`config.mk`:
```
export PLATFORM = sky130hd
export DESIGN_NAME = iq_blkbuf
export DESIGN_NICKNAME = d
export VERILOG_FILES = /design/src/rtl/iq_blkbuf_pkg.sv /design/src/rtl/iq_blkbuf_fill.sv /design/src/rtl/iq_blkbuf_hs.sv /design/src/rtl/iq_blkbuf_pulse.sv /design/src/rtl/iq_blkbuf.sv
export SDC_FILE = /design/constraint.sdc
export NUM_CORES = 1
export LEC_CHECK = 0
export CAP_MARGIN = 25
export CORE_ASPECT_RATIO = 0.75
export CORE_UTILIZATION = 55
export CTS_CLUSTER_DIAMETER = 60
export DETAILED_ROUTE_END_ITERATION = 10
export DONT_BUFFER_PORTS = 1
export MAX_ROUTING_LAYER = met4
export PLACE_DENSITY_LB_ADDON = 0.12
export SLEW_MARGIN = 10
export SYNTH_ARGS = -nofsm -noshare
export SYNTH_HDL_FRONTEND = slang
export SYNTH_HIERARCHICAL = 1
export SYNTH_SLANG_ARGS = --single-unit
```
`constraint.sdc`:
```
create_clock -name clk -period 16.1 [get_ports clk]
set_input_delay 3.22 -clock clk [delete_from_list [all_inputs] [get_ports clk]]
set_output_delay 3.22 -clock clk [all_outputs]
set_load 0.02 [all_outputs]
```
`src/rtl/iq_blkbuf_pkg.sv`:
```
package iq_blkbuf_pkg;
  localparam int SW = 24;

  typedef struct packed {
    logic [SW-1:0] i;
    logic [SW-1:0] q;
  } cword_t;

  // Round half-up into the upper bits for the selected width, saturate
  // positive overflow, clear the dropped bits.
  function automatic logic [SW-1:0] round_to(input logic [SW-1:0] x,
                                             input logic [1:0] wsel);
    logic [SW-1:0] mask;
    logic [SW-1:0] half;
    logic [SW:0]   s;
    logic [SW-1:0] r;
    case (wsel)
      2'd1:    begin mask = SW'(24'h00000F); half = SW'(24'h000008); end
      2'd2:    begin mask = SW'(24'h0000FF); half = SW'(24'h000080); end
      2'd3:    begin mask = SW'(24'h000FFF); half = SW'(24'h000800); end
      default: begin mask = '0;              half = '0;              end
    endcase
    s = {x[SW-1], x} + {1'b0, half};
    if (s[SW] != s[SW-1]) r = {1'b0, {(SW-1){1'b1}}} & ~mask;
    else                  r = s[SW-1:0] & ~mask;
    return r;
  endfunction
endpackage

```
`src/rtl/iq_blkbuf_fill.sv`:
```
module iq_blkbuf_fill
  import iq_blkbuf_pkg::*;
#(
  parameter int NCH = 4,
  localparam int CW = $clog2(NCH)
) (
  input  logic                clk,
  input  logic                rst_n,
  input  logic                chan_mode,
  input  logic                s_valid,
  input  logic [CW-1:0]       s_chan,
  input  logic                s_qhalf,
  input  logic [SW-1:0]       s_data,
  output logic                blk_done,
  output cword_t [NCH-1:0]    blk_out
);
  logic [SW-1:0]    pend_i;
  cword_t [NCH-1:0] fill, merged;
  logic [CW-1:0]    wptr, slot;
  logic             has_data;
  logic             q_evt;
  cword_t           word;

  assign q_evt = s_valid & s_qhalf;
  assign word  = '{i: pend_i, q: s_data};
  assign slot  = chan_mode ? s_chan : wptr;

  always_comb begin
    merged       = fill;
    merged[slot] = word;
  end

  assign blk_done = q_evt & (chan_mode ? ((s_chan == '0) & has_data)
                                       : (wptr == CW'(NCH-1)));
  assign blk_out  = chan_mode ? fill : merged;

  always_ff @(posedge clk) begin
    if (!rst_n) begin
      pend_i   <= '0;
      fill     <= '0;
      wptr     <= '0;
      has_data <= 1'b0;
    end else begin
      if (s_valid && !s_qhalf) pend_i <= s_data;
      if (q_evt) begin
        if (blk_done) begin
          fill <= '0;
          wptr <= '0;
          if (chan_mode) begin
            fill[0]  <= word;
            has_data <= 1'b1;
          end else begin
            has_data <= 1'b0;
          end
        end else begin
          fill[slot] <= word;
          has_data   <= 1'b1;
          if (!chan_mode) wptr <= wptr + 1'b1;
        end
      end
    end
  end
endmodule

```
`src/rtl/iq_blkbuf_hs.sv`:
```
module iq_blkbuf_hs (
  input  logic clk,
  input  logic rst_n,
  input  logic set_rdy,
  input  logic clr_miss,
  input  logic blk_done,
  output logic ready,
  output logic missed,
  output logic blk_xfer,
  output logic blk_drop
);
  assign blk_xfer = blk_done & (ready | set_rdy);
  assign blk_drop = blk_done & ~blk_xfer;

  always_ff @(posedge clk) begin
    if (!rst_n) begin
      ready  <= 1'b0;
      missed <= 1'b0;
    end else begin
      if (blk_xfer)     ready <= 1'b0;
      else if (set_rdy) ready <= 1'b1;
      if (blk_drop)      missed <= 1'b1;
      else if (clr_miss) missed <= 1'b0;
    end
  end
endmodule

```
`src/rtl/iq_blkbuf_pulse.sv`:
```
module iq_blkbuf_pulse #(
  parameter int LW = 4,
  localparam int CNW = LW + 1
) (
  input  logic          clk,
  input  logic          rst_n,
  input  logic          fire,
  input  logic [LW-1:0] len_m1,
  input  logic          en,
  input  logic          inv,
  output logic          pin
);
  logic [CNW-1:0] cnt;
  logic           active;

  assign active = (cnt != '0);
  assign pin    = (en & active) ^ inv;

  always_ff @(posedge clk) begin
    if (!rst_n)      cnt <= '0;
    else if (fire)   cnt <= {1'b0, len_m1} + CNW'(1);
    else if (active) cnt <= cnt - CNW'(1);
  end
endmodule

```
`src/rtl/iq_blkbuf.sv`:
```
module iq_blkbuf
  import iq_blkbuf_pkg::*;
#(
  parameter int NCH = 4,
  parameter int LW  = 4,
  localparam int CW  = $clog2(NCH),
  localparam int AW  = CW + 2,
  localparam int CTW = LW + 5
) (
  input  logic           clk,
  input  logic           rst_n,
  input  logic           s_valid,
  input  logic [CW-1:0]  s_chan,
  input  logic           s_qhalf,
  input  logic [SW-1:0]  s_data,
  input  logic           h_wr,
  input  logic           h_waddr,
  input  logic [CTW-1:0] h_wdata,
  input  logic [AW-1:0]  h_raddr,
  output logic [31:0]    h_rdata,
  output logic           rdy_o
);
  logic [CTW-1:0]   ctl;
  logic [1:0]       ctl_wsel;
  logic             ctl_chan, ctl_en, ctl_inv;
  logic [LW-1:0]    ctl_len;
  logic             set_rdy, clr_miss;
  logic             blk_done, blk_xfer, blk_drop;
  logic             st_ready, st_missed;
  cword_t [NCH-1:0] blk_out, bank;
  cword_t           rd_word;
  logic [SW-1:0]    rd_half;

  assign ctl_wsel = ctl[1:0];
  assign ctl_chan = ctl[2];
  assign ctl_en   = ctl[3];
  assign ctl_inv  = ctl[4];
  assign ctl_len  = ctl[CTW-1:5];

  assign set_rdy  = h_wr & h_waddr & h_wdata[0];
  assign clr_miss = h_wr & h_waddr & h_wdata[1];

  always_ff @(posedge clk) begin
    if (!rst_n)                  ctl <= '0;
    else if (h_wr && !h_waddr)   ctl <= h_wdata;
  end

  iq_blkbuf_fill #(.NCH(NCH)) u_fill (
    .clk(clk), .rst_n(rst_n), .chan_mode(ctl_chan),
    .s_valid(s_valid), .s_chan(s_chan), .s_qhalf(s_qhalf), .s_data(s_data),
    .blk_done(blk_done), .blk_out(blk_out)
  );

  iq_blkbuf_hs u_hs (
    .clk(clk), .rst_n(rst_n), .set_rdy(set_rdy), .clr_miss(clr_miss),
    .blk_done(blk_done), .ready(st_ready), .missed(st_missed),
    .blk_xfer(blk_xfer), .blk_drop(blk_drop)
  );

  iq_blkbuf_pulse #(.LW(LW)) u_pulse (
    .clk(clk), .rst_n(rst_n), .fire(blk_xfer), .len_m1(ctl_len),
    .en(ctl_en), .inv(ctl_inv), .pin(rdy_o)
  );

  always_ff @(posedge clk) begin
    if (!rst_n)        bank <= '0;
    else if (blk_xfer) bank <= blk_out;
  end

  assign rd_word = bank[h_raddr[AW-2:1]];
  assign rd_half = h_raddr[0] ? rd_word.q : rd_word.i;

  always_comb begin
    if (h_raddr[AW-1]) h_rdata = {30'd0, st_missed, st_ready};
    else               h_rdata = {round_to(rd_half, ctl_wsel), 8'h00};
  end
endmodule

```
==> After elaboration in Yosys (flattened, before gate mapping) <==
Index checks and enable logic that the tools add are counted.
{ "totals": {"regBits": 427, "out_inout_bits": 33, "elab_cells": 87} }
{ "op_classes": {"addsub": 4, "magnitude_cmp": 3, "n_eq_ne": 6, "n_mux": 25, "n_bitwise": 15, "reduce_logical": 11} }
{ "op_table": {"columns": ["cell", "n"], "rows": [
  ["2-to-1 mux 192 bit", 2],
  ["bitwise mux 192 bit", 1],
  ["2-to-1 mux 48 bit", 3],
  ["binary-select mux 48 bit (select 2 bit)", 1],
  ["demux 48 bit (select 2 bit)", 1],
  ["2-to-1 mux 24 bit", 4],
  ["one-hot mux 12 bit (3 select lines)", 2],
  ["2-to-1 mux 32 bit", 1],
  ["adder 25 x 24 -> 25 bit", 1],
  ["bitwise AND 24 bit", 1],
  ["NOT 24 bit", 1],
  ["2-to-1 mux 5 bit", 2],
  ["bitwise AND 1 bit", 9],
  ["== test 2 bit, second input constant", 3],
  ["< comparator 2 x 3 -> 1 bit, second input constant", 2],
  ["2-to-1 mux 2 bit", 3],
  ["adder 4 x 1 -> 5 bit, second input constant", 1],
  ["2-to-1 mux 1 bit", 5],
  ["nonzero test 5 bit", 1],
  ["subtractor 5 x 1 -> 5 bit, second input constant", 1],
  ["nonzero test 2 bit", 2],
  ["logical AND 1 bit", 3],
  ["adder 2 x 1 -> 2 bit, second input constant", 1],
  ["== test 2 x 1 -> 1 bit, second input constant", 1],
  ["10 further kinds", 12]
]} }

==> Depth between registers and ports, before layout <==
Gate-level depths: netlist (run 1).
{ "depth": {"word_depth": 8, "depth_mapped": 20, "mapped_depth_nobuf": 14} }

==> Modules after synthesis <==
Netlist (run 1), hierarchy kept.
{ "modules_own_cells": {"columns": ["mod", "instances", "cells_each", "area_each_um2"], "rows": [
  ["iq_blkbuf_fill", 1, 945, 10128.5],
  ["iq_blkbuf", 1, 874, 9768.1],
  ["iq_blkbuf_pulse", 1, 38, 330.3],
  ["iq_blkbuf_hs", 1, 8, 83.8]
]} }

==> Least setup slack after synthesis (run 1) <==
OpenSTA, ideal clock, no wires.
{ "synth_path": {"kind": "input port to output port", "start": "in h_raddr[2]", "end": "out h_rdata[29]", "t_arrival_ns": 8.104, "slack_ns": 4.776, "cell_stages": 16, "path_cell_list": "buf_6 buf_6 buf_6 buf_1 mux4_2 mux2_2 ha_1 nand2_1 or3_1 a21oi_2 nor3b_1 xnor2_1 ha_1 clkbuf_1 nor4_1 a2111oi_0"} }
{ "synth_between": {"elab_chain_cells": 7} }
{ "synth_lines": {"columns": ["element", "line", "text"], "rows": [
  ["from (decl)", "iq_blkbuf.sv:19", "input logic [AW-1:0] h_raddr,"],
  ["binary-select mux 48 bit (select 2 bit) *", "iq_blkbuf.sv:70", "assign rd_word = bank[h_raddr[AW-2:1]];"],
  ["2-to-1 mux 48 bit (not written as such) *", "iq_blkbuf.sv:70", null],
  ["2-to-1 mux 24 bit *", "iq_blkbuf.sv:71", "assign rd_half = h_raddr[0] ? rd_word.q : rd_word.i;"],
  ["adder 25 x 24 -> 25 bit *", "iq_blkbuf_pkg.sv:23", "s = {x[SW-1], x} + {1'b0, half};"],
  ["bitwise AND 24 bit or inequality test 1 bit (tied branches)", "iq_blkbuf_pkg.sv:25, iq_blkbuf_pkg.sv:24", null],
  ["2-to-1 mux 24 bit *", "iq_blkbuf_pkg.sv:24", "if (s[SW] != s[SW-1]) r = {1'b0, {(SW-1){1'b1}}} & ~mask;"],
  ["2-to-1 mux 32 bit *", "iq_blkbuf.sv:74", "if (h_raddr[AW-1]) h_rdata = {30'd0, st_missed, st_ready};"],
  ["to (decl)", "iq_blkbuf.sv:20", "output logic [31:0] h_rdata,"]
]} }
Every way passes the cells marked *; elsewhere a longest branch is shown, timed or not. The select of a mux whose other input is x is not followed.

==> Worst setup path in the final report (run 1) <==
Same ends and word-level chain as after synthesis.

==> results of run 1 <==
-- sequential cells by signal (all words and copies together) (netlist names) --
signal	count
u_fill/wptr	2
u_fill/fill	192
ctl	9
u_pulse/cnt	5
u_fill/pend_i	24
u_fill/has_data	1
u_hs/missed	1
bank	192
u_hs/ready	1
-- power breakdown --
part,switching [W],leakage [nW],total (W),internal (W)
logic,0.0000863,3.42,0.000160,0.0000735
clock network,0.000428,0.706,0.00102,0.000594
registers,0.0000187,3.45,0.00109,0.00107
total,0.000533,7.57,0.00227,0.00174
-- kinds of logic after synthesis --
group | count (synthesis)
multiplexers | 507
flip-flops | 427
AND/OR/NAND/NOR | 364
adder cells (fa/ha/maj) | 8
buffers and inverters | 213
other | 1
AO/OA/AOI/OAI | 330
XOR/XNOR | 15
-- path summary, 6_finish.rpt --
path	slack [ps]	start	end	depth (start not counted)
setup reg to reg	11880	ctl[2]	bank[130]	7
hold reg to reg	460	ctl[3]	ctl[3]	2
hold / removal	460	ctl[3]	ctl[3]	2
setup / recovery	5010	h_raddr[2]	h_rdata[29]	14
-- stage by stage --
step	utilization (%)	area (sq um)	hold slack, ps	setup slack [ps]
finish	60.2	21700	463	5010
global route	60.2	21700	482	4690
CTS	60.2	21700	468	5080
detailed placement	56.2	20300	452	5080
global placement	56.2	20300	451	5070
floorplan	-	20300	437	4780
-- cell type report --
| cell class | instances | area (sq um) | share of cell area, % |
|---|---|---|---|
| inverter | 10 | 37.5 | 0.173 |
| multi-input combinational | 1230 | 10900 | 50.2 |
| timing repair buffer | 21 | 190 | 0.875 |
| sequential | 427 | 8550 | 39.3 |
| tap | 496 | 621 | 2.86 |
| clock inverter | 13 | 155 | 0.714 |
| clock buffer | 65 | 1270 | 5.84 |
-- layout by cell type, fill, tap and decap left out, drive strengths merged, types with 3 or more instances in the layout --
| master | synthesis | layout |
|---|---|---|
| o22ai | 48 | 48 |
| nand2 | 81 | 81 |
| nand3 | 6 | 6 |
| bufinv | 0 | 3 |
| a22o | 144 | 144 |
| o211a | 4 | 4 |
| mux4 | 48 | 48 |
| ha | 8 | 8 |
| dfxtp | 427 | 427 |
| inv | 10 | 11 |
| clkbuf | 107 | 65 |
| conb | 1 | 6 |
| nand2b | 7 | 7 |
| a21boi | 15 | 15 |
| or3 | 4 | 4 |
| xor2 | 4 | 4 |
| o21ai | 10 | 10 |
| xnor2 | 11 | 11 |
| and2 | 6 | 6 |
| nor2 | 25 | 25 |
| o21a | 3 | 3 |
| clkinv | 0 | 9 |
| a21oi | 39 | 39 |
| a311oi | 3 | 3 |
| mux2i | 261 | 261 |
| buf | 96 | 21 |
| nor3 | 8 | 8 |
| nor3b | 6 | 6 |
| nor4 | 6 | 6 |
| nor2b | 204 | 204 |
| a22oi | 49 | 49 |
| mux2 | 198 | 198 |
-- worst max-delay path: cells and delay by family --
family                     cells  cell delay [ps]
AOI/OAI and AO/OA              3             1200
and+or+nand+nor                4              920
adders and majority gates      2              890
muxes                          2              770
buffers and inverters          2              700
xor gates and xnor gates       1              100
-- per-layer routing --
metal	part of all wire, %	vias up	track usage, %
li1	-	6478	-
met4	1.4	0	6.34
met5	0	-	-
met1	48	7113	42.5
met3	6.0	60	5.06
met2	44	378	46.3
==> summary.txt, run 1 <==
Status
  • Status: finished clean

Synthesis
  • Async SR Flop Fraction: 0%
  • EDFF count, synth: 0
  • Cell variety after synth: 65
  • Yosys warnings: 6
  • Post-synthesis compound-gate area fraction: 12.4%
  • Simple-gate share of the synthesized area: 10.2%
  • Avg Inst Size Synth: 10.9 sq um
  • Fraction of the mapped netlist area in adder cells: 0.493%
  • Yosys top cell area share: 42.1%
  • #FFs+latches synth: 427
  • Syn Std Cell Area: 20300 sq um
  • Post-synth top area cell: dfxtp_1
  • Xor/xnor share of the synthesized area: 0.647%
  • Synth cell count leaders: 427 x dfxtp_1, 260 x mux2i_1, 203 x nor2b_1
  • Area contributors post-synth: dfxtp_1 42%, mux2i_1 13%, mux2_2 9.3%
  • Syn Inst Count: 1865
  • Largest family of logic cells by synthesized area: multiplexers
  • Top_reg_cell synth: dfxtp_1
  • Post-synthesis sequential area ratio: 42.1%
  • Most numerous cell in the Yosys netlist: dfxtp_1
  • Multiplexer area fraction after synthesis: 29.2%

Timing
  • Final Setup Violations: 0
  • Endpoints failing hold: 0
  • Worst slew margin: 24.8%
  • Max frequency: 0.0902 GHz
  • Setup TNS: 0 ps
  • Period utilization: 68.9%
  • RSZ-0062 raised after global routing: no
  • Worst Tran Pin Value: 1130 ps
  • Period minus WS final: 11090 ps
  • Clock Skew: 22.3 ps
  • Pins over their slew limit: 0

Setup path
  • Critical-path cell list: mux4_2, mux2_2, ha_1, nand2_1, or3_1, a21oi_2, nor3b_1, xnor2_1, ha_1, inv_1, nand2_1, o21ba_2, a2111oi_1, buf_4
  • Crit path launch type: input pin
  • CP arrival: 7870 ps
  • CP Data Required Time: 12880 ps
  • Critical Path Fanout Max: 45
  • Critical path type: in -> out
  • CP peak stage delay: 590 ps
  • Slowest CP cell: a2111oi_1
  • Setup crit end kind: output port

Job
  • Max cap viols: 0

Clock network
  • CTS tree: yes
  • Clk_lat worst skew: 570 ps
  • CTS Buf Count: 43
  • H-Tree Depth: 2
  • Post-cts sizing count: 0
  • Root buffer cell: clkbuf_16
  • Clock Pin Slew Worst Setup and Hold Paths: 60 ps
  • Setup bufs post-CTS: 0
  • Clk sinks: 427
  • CTS Buffer Depth: 3
  • Hold_buf cts: 0

Placement
  • Post-Place Cells: 2184
  • Placer congestion estimate: 0.847
  • Port bufs: 0
  • Dpl hpwl: 29500 microns

Global routing
  • Vias in the first global route: 13827
  • Initial antenna violation count: 0
  • Largest net degree at the start of global routing: 214
  • Global-route usage over all layers: 30.4%
  • Grt ovf: 0
  • First-pass GRT wire length: 85900 microns

Detailed routing
  • Drt wl/cell: 24.6 microns
  • Iter 0 DRT Violations: 1111
  • DRT antenna net count: 0
  • Via/cell ratio: 6.20
  • DRC viols: 0
  • 1st-pass router iterations: 5
  • Vias: 14029
  • Final wirelength: 55600 microns

Floorplan
  • Die span in x: 224 microns
  • Initial Util: 56.2%
  • Row count: 60
  • Die Span Y: 168 microns
  • Die ar.: 37700 sq um
  • CORE AREA: 36100 sq um
  • I/O Pins: 78

Power
  • PD cells: 105 nW/um^2
  • Peak supply drop: 74.2 uV
  • P_leak: 7.57 nW
  • Total power: 0.00227 W

Finish
  • Area Growth Syn to Fin: 7.00%
  • Filler cells: 2972
  • Layout Nets: 1786
  • Share of post-route cells with drive strength above 1: 18.6%
  • Ant. Diodes: 0
  • Post-Layout Cell Count: 2262

Worst hold path
  • Hold crit path type: reg -> reg
(Power assumes the default switching activity.)
==> run 2, diff against run 1 <==
Clock period 16.1 ns to 9.48 ns, I/O delays scaled along.
==> summary.txt, run 2 (same netlist as run 1, synthesis figures left out) <==
Status
  • Status: finished clean (unchanged)

Finish
  • Share of post-route cells with drive strength above 1: 19.2% (was 18.6%)
  • Final instance area: 21900 sq um (was 21700 sq um)
  • Multi-input gate area: 10900 sq um (unchanged)
  • Commonest non-fill, non-tap cell in the layout: dfxtp_1 (unchanged)
  • Register area: 8550 sq um (unchanged)
  • Top Registers: bank: 192 flops, u_fill/fill: 192 flops, u_fill/pend_i: 24 flops (unchanged)
  • Filler cells: 2985 (was 2972)
  • Commonest non-fill, non-tap cells in the layout: 427 x dfxtp_1, 260 x mux2i_1, 200 x nor2b_1 (unchanged)
  • Area Growth Syn to Fin: 7.81% (was 7.00%)
  • Layout Nets: 1793 (was 1786)

Placement
  • Dpl ws: 1260 ps (was 5080 ps)
  • Port bufs: 0 (unchanged)
  • Dpl hpwl: 29100 microns (was 29500 microns)
  • Placed Area: 20300 sq um (about the same)
  • Placer congestion estimate: 0.852 (was 0.847)

Detailed routing
  • Final wirelength: 56200 microns (was 55600 microns)
  • Iter 0 DRT Violations: 1123 (was 1111)
  • Vias: 14092 (was 14029)
  • Via/cell ratio: 6.22 (was 6.20)
  • 1st-pass router iterations: 5 (unchanged)
  • DRC viols: 0 (unchanged)
  • DRT antenna net count: 0 (unchanged)
  • Drt wl/cell: 24.8 microns (was 24.6 microns)

Global routing
  • Global-route usage over all layers: 30.6% (was 30.4%)
  • First-pass GRT wire length: 86100 microns (was 85900 microns)
  • Largest net degree at the start of global routing: 214 (unchanged)
  • Vias in the first global route: 13988 (was 13827)
  • Grt ovf: 0 (unchanged)
  • Initial antenna violation count: 1 (was 0)

Timing
  • Worst Tran Pin Value: 1090 ps (was 1130 ps)
  • RSZ-0062 raised after global routing: no (unchanged)
  • Min Hold Slack: 467 ps (was 463 ps)
  • Worst slew margin: 25.6% (was 24.8%)
  • Period utilization: 88.3%
  • Setup ws final: 1110 ps (was 5010 ps)
  • Pins over their slew limit: 0 (unchanged)
  • Clock Skew: 11.5 ps (was 22.3 ps)
  • Period minus WS final: 8370 ps
  • Setup TNS: 0 ps (unchanged)
  • Endpoints failing hold: 0 (unchanged)
  • Max frequency: 0.120 GHz
  • Final Setup Violations: 0 (unchanged)

Clock network
  • CTS Buf Count: 44 (was 43)
  • Clk sinks: 427 (unchanged)
  • CTS tree: yes (unchanged)
  • H-Tree Depth: 2 (unchanged)
  • Clk_lat worst skew: 550 ps (was 570 ps)
  • Root buffer cell: clkbuf_16 (unchanged)
  • Setup bufs post-CTS: 0 (unchanged)
  • Hold_buf cts: 0 (unchanged)
  • Post-cts sizing count: 0 (unchanged)
  • CTS Buffer Depth: 3 (unchanged)
  • Clock Pin Slew Worst Setup and Hold Paths: 60 ps (about the same)

Worst hold path
  • Hold crit path type: reg -> reg (unchanged)

Setup path
  • Crit path launch type: input pin (unchanged)
  • CP Data Required Time: 7580 ps (was 12880 ps)
  • CP peak stage delay: 560 ps (was 590 ps)
  • CP arrival: 6470 ps (was 7870 ps)
  • Slowest CP cell: a2111oi_1 (unchanged)
  • Critical Path Fanout Max: 45 (unchanged)
  • Setup crit end kind: output port (unchanged)
  • Critical path type: in -> out (unchanged)
  • Critical-path cell list: mux4_2, mux2_2, ha_1, nand2_1, or3_1, a21oi_2, nor3b_1, xnor2_1, ha_1, inv_1, nand2_1, o21ba_2, a2111oi_1, buf_4 (unchanged)

Job
  • Max cap viols: 0 (unchanged)

Floorplan
  • I/O Pins: 78 (unchanged)
  • CORE AREA: 36100 sq um (unchanged)
  • Initial Util: 56.2% (unchanged)
  • Row count: 60 (unchanged)
  • Die Span Y: 168 microns (unchanged)
  • Die span in x: 224 microns (unchanged)
  • Die ar.: 37700 sq um (unchanged)

Power
  • Peak supply drop: 150 uV (was 74.2 uV)
  • PD cells: 182 nW/um^2 (was 105 nW/um^2)
  • P_leak: 7.66 nW (was 7.57 nW)
[run 2: cell count changes in the layout (fill, tap and decap cells not counted), sizes merged, moves of 3 or more]
| cell | delta |
|---|---|
| clkbuf | -3 |
| buf | +6 |
| bufinv | +3 |
| clkinv | -4 |
[run 2: worst max-delay path, delay by kind of cell]
| family | cells | cell delay, ps |
|---|---|---|
| xor+xnor | 1 | 90 |
| compound gates | 3 | 1170 |
| simple gates | 4 | 900 |
| fa+ha+maj | 2 | 880 |
| buf+inv | 2 | 690 |
| mux | 2 | 800 |
[run 2: where the power goes]
group | switching, W | leakage (nW) | total, W | internal, W
clock | 0.000730 | 0.762 | 0.00186 | 0.00112
sequential | 0.0000301 | 3.45 | 0.00185 | 0.00182
combinational | 0.000149 | 3.45 | 0.000273 | 0.000124
[run 2: per-layer routing]
layer  part of all wire [%]  GRT usage, %  wire (microns)  vias up
met5                      0             -               0        -
met3                    6.3          5.64            3560       82
met2                     46          48.4           25700      428
met4                    1.9          7.15            1050        0
met1                     46          40.5           25900     7087
li1                       -             -               -     6495
[run 2: final timing paths]
check                                       from                to  slack, ps  cells after the start
worst max-delay path                  h_raddr[2]       h_rdata[29]       1110                     14
worst min-delay path            u_fill/fill[127]  u_fill/fill[127]        470                      1
worst max register to register    u_fill/wptr[0]          bank[28]       5790                      7
worst min register to register  u_fill/fill[127]  u_fill/fill[127]        470                      1
[run 2: area by class of cell]
type / count / area share (%)
Multi-Input combinational cell: 1230 / 49.8
Timing Repair Buffer: 27 / 1.07
Tap cell: 496 / 2.83
Sequential cell: 427 / 39.0
Clock buffer: 62 / 5.98
Clock inverter: 14 / 1.06
Antenna cell: 1 / 0.0114
Inverter: 10 / 0.171
[run 2: through the flow]
step	cells	total power, W	utilization (%)
after global routing	2267	0.00410	60.6
final	2267	0.00398	60.6
after global placement	2188	0.00215	56.2
after detailed placement	2189	0.00216	56.3
after CTS	2265	0.00400	60.6
after floorplan	1870	0.00213	-
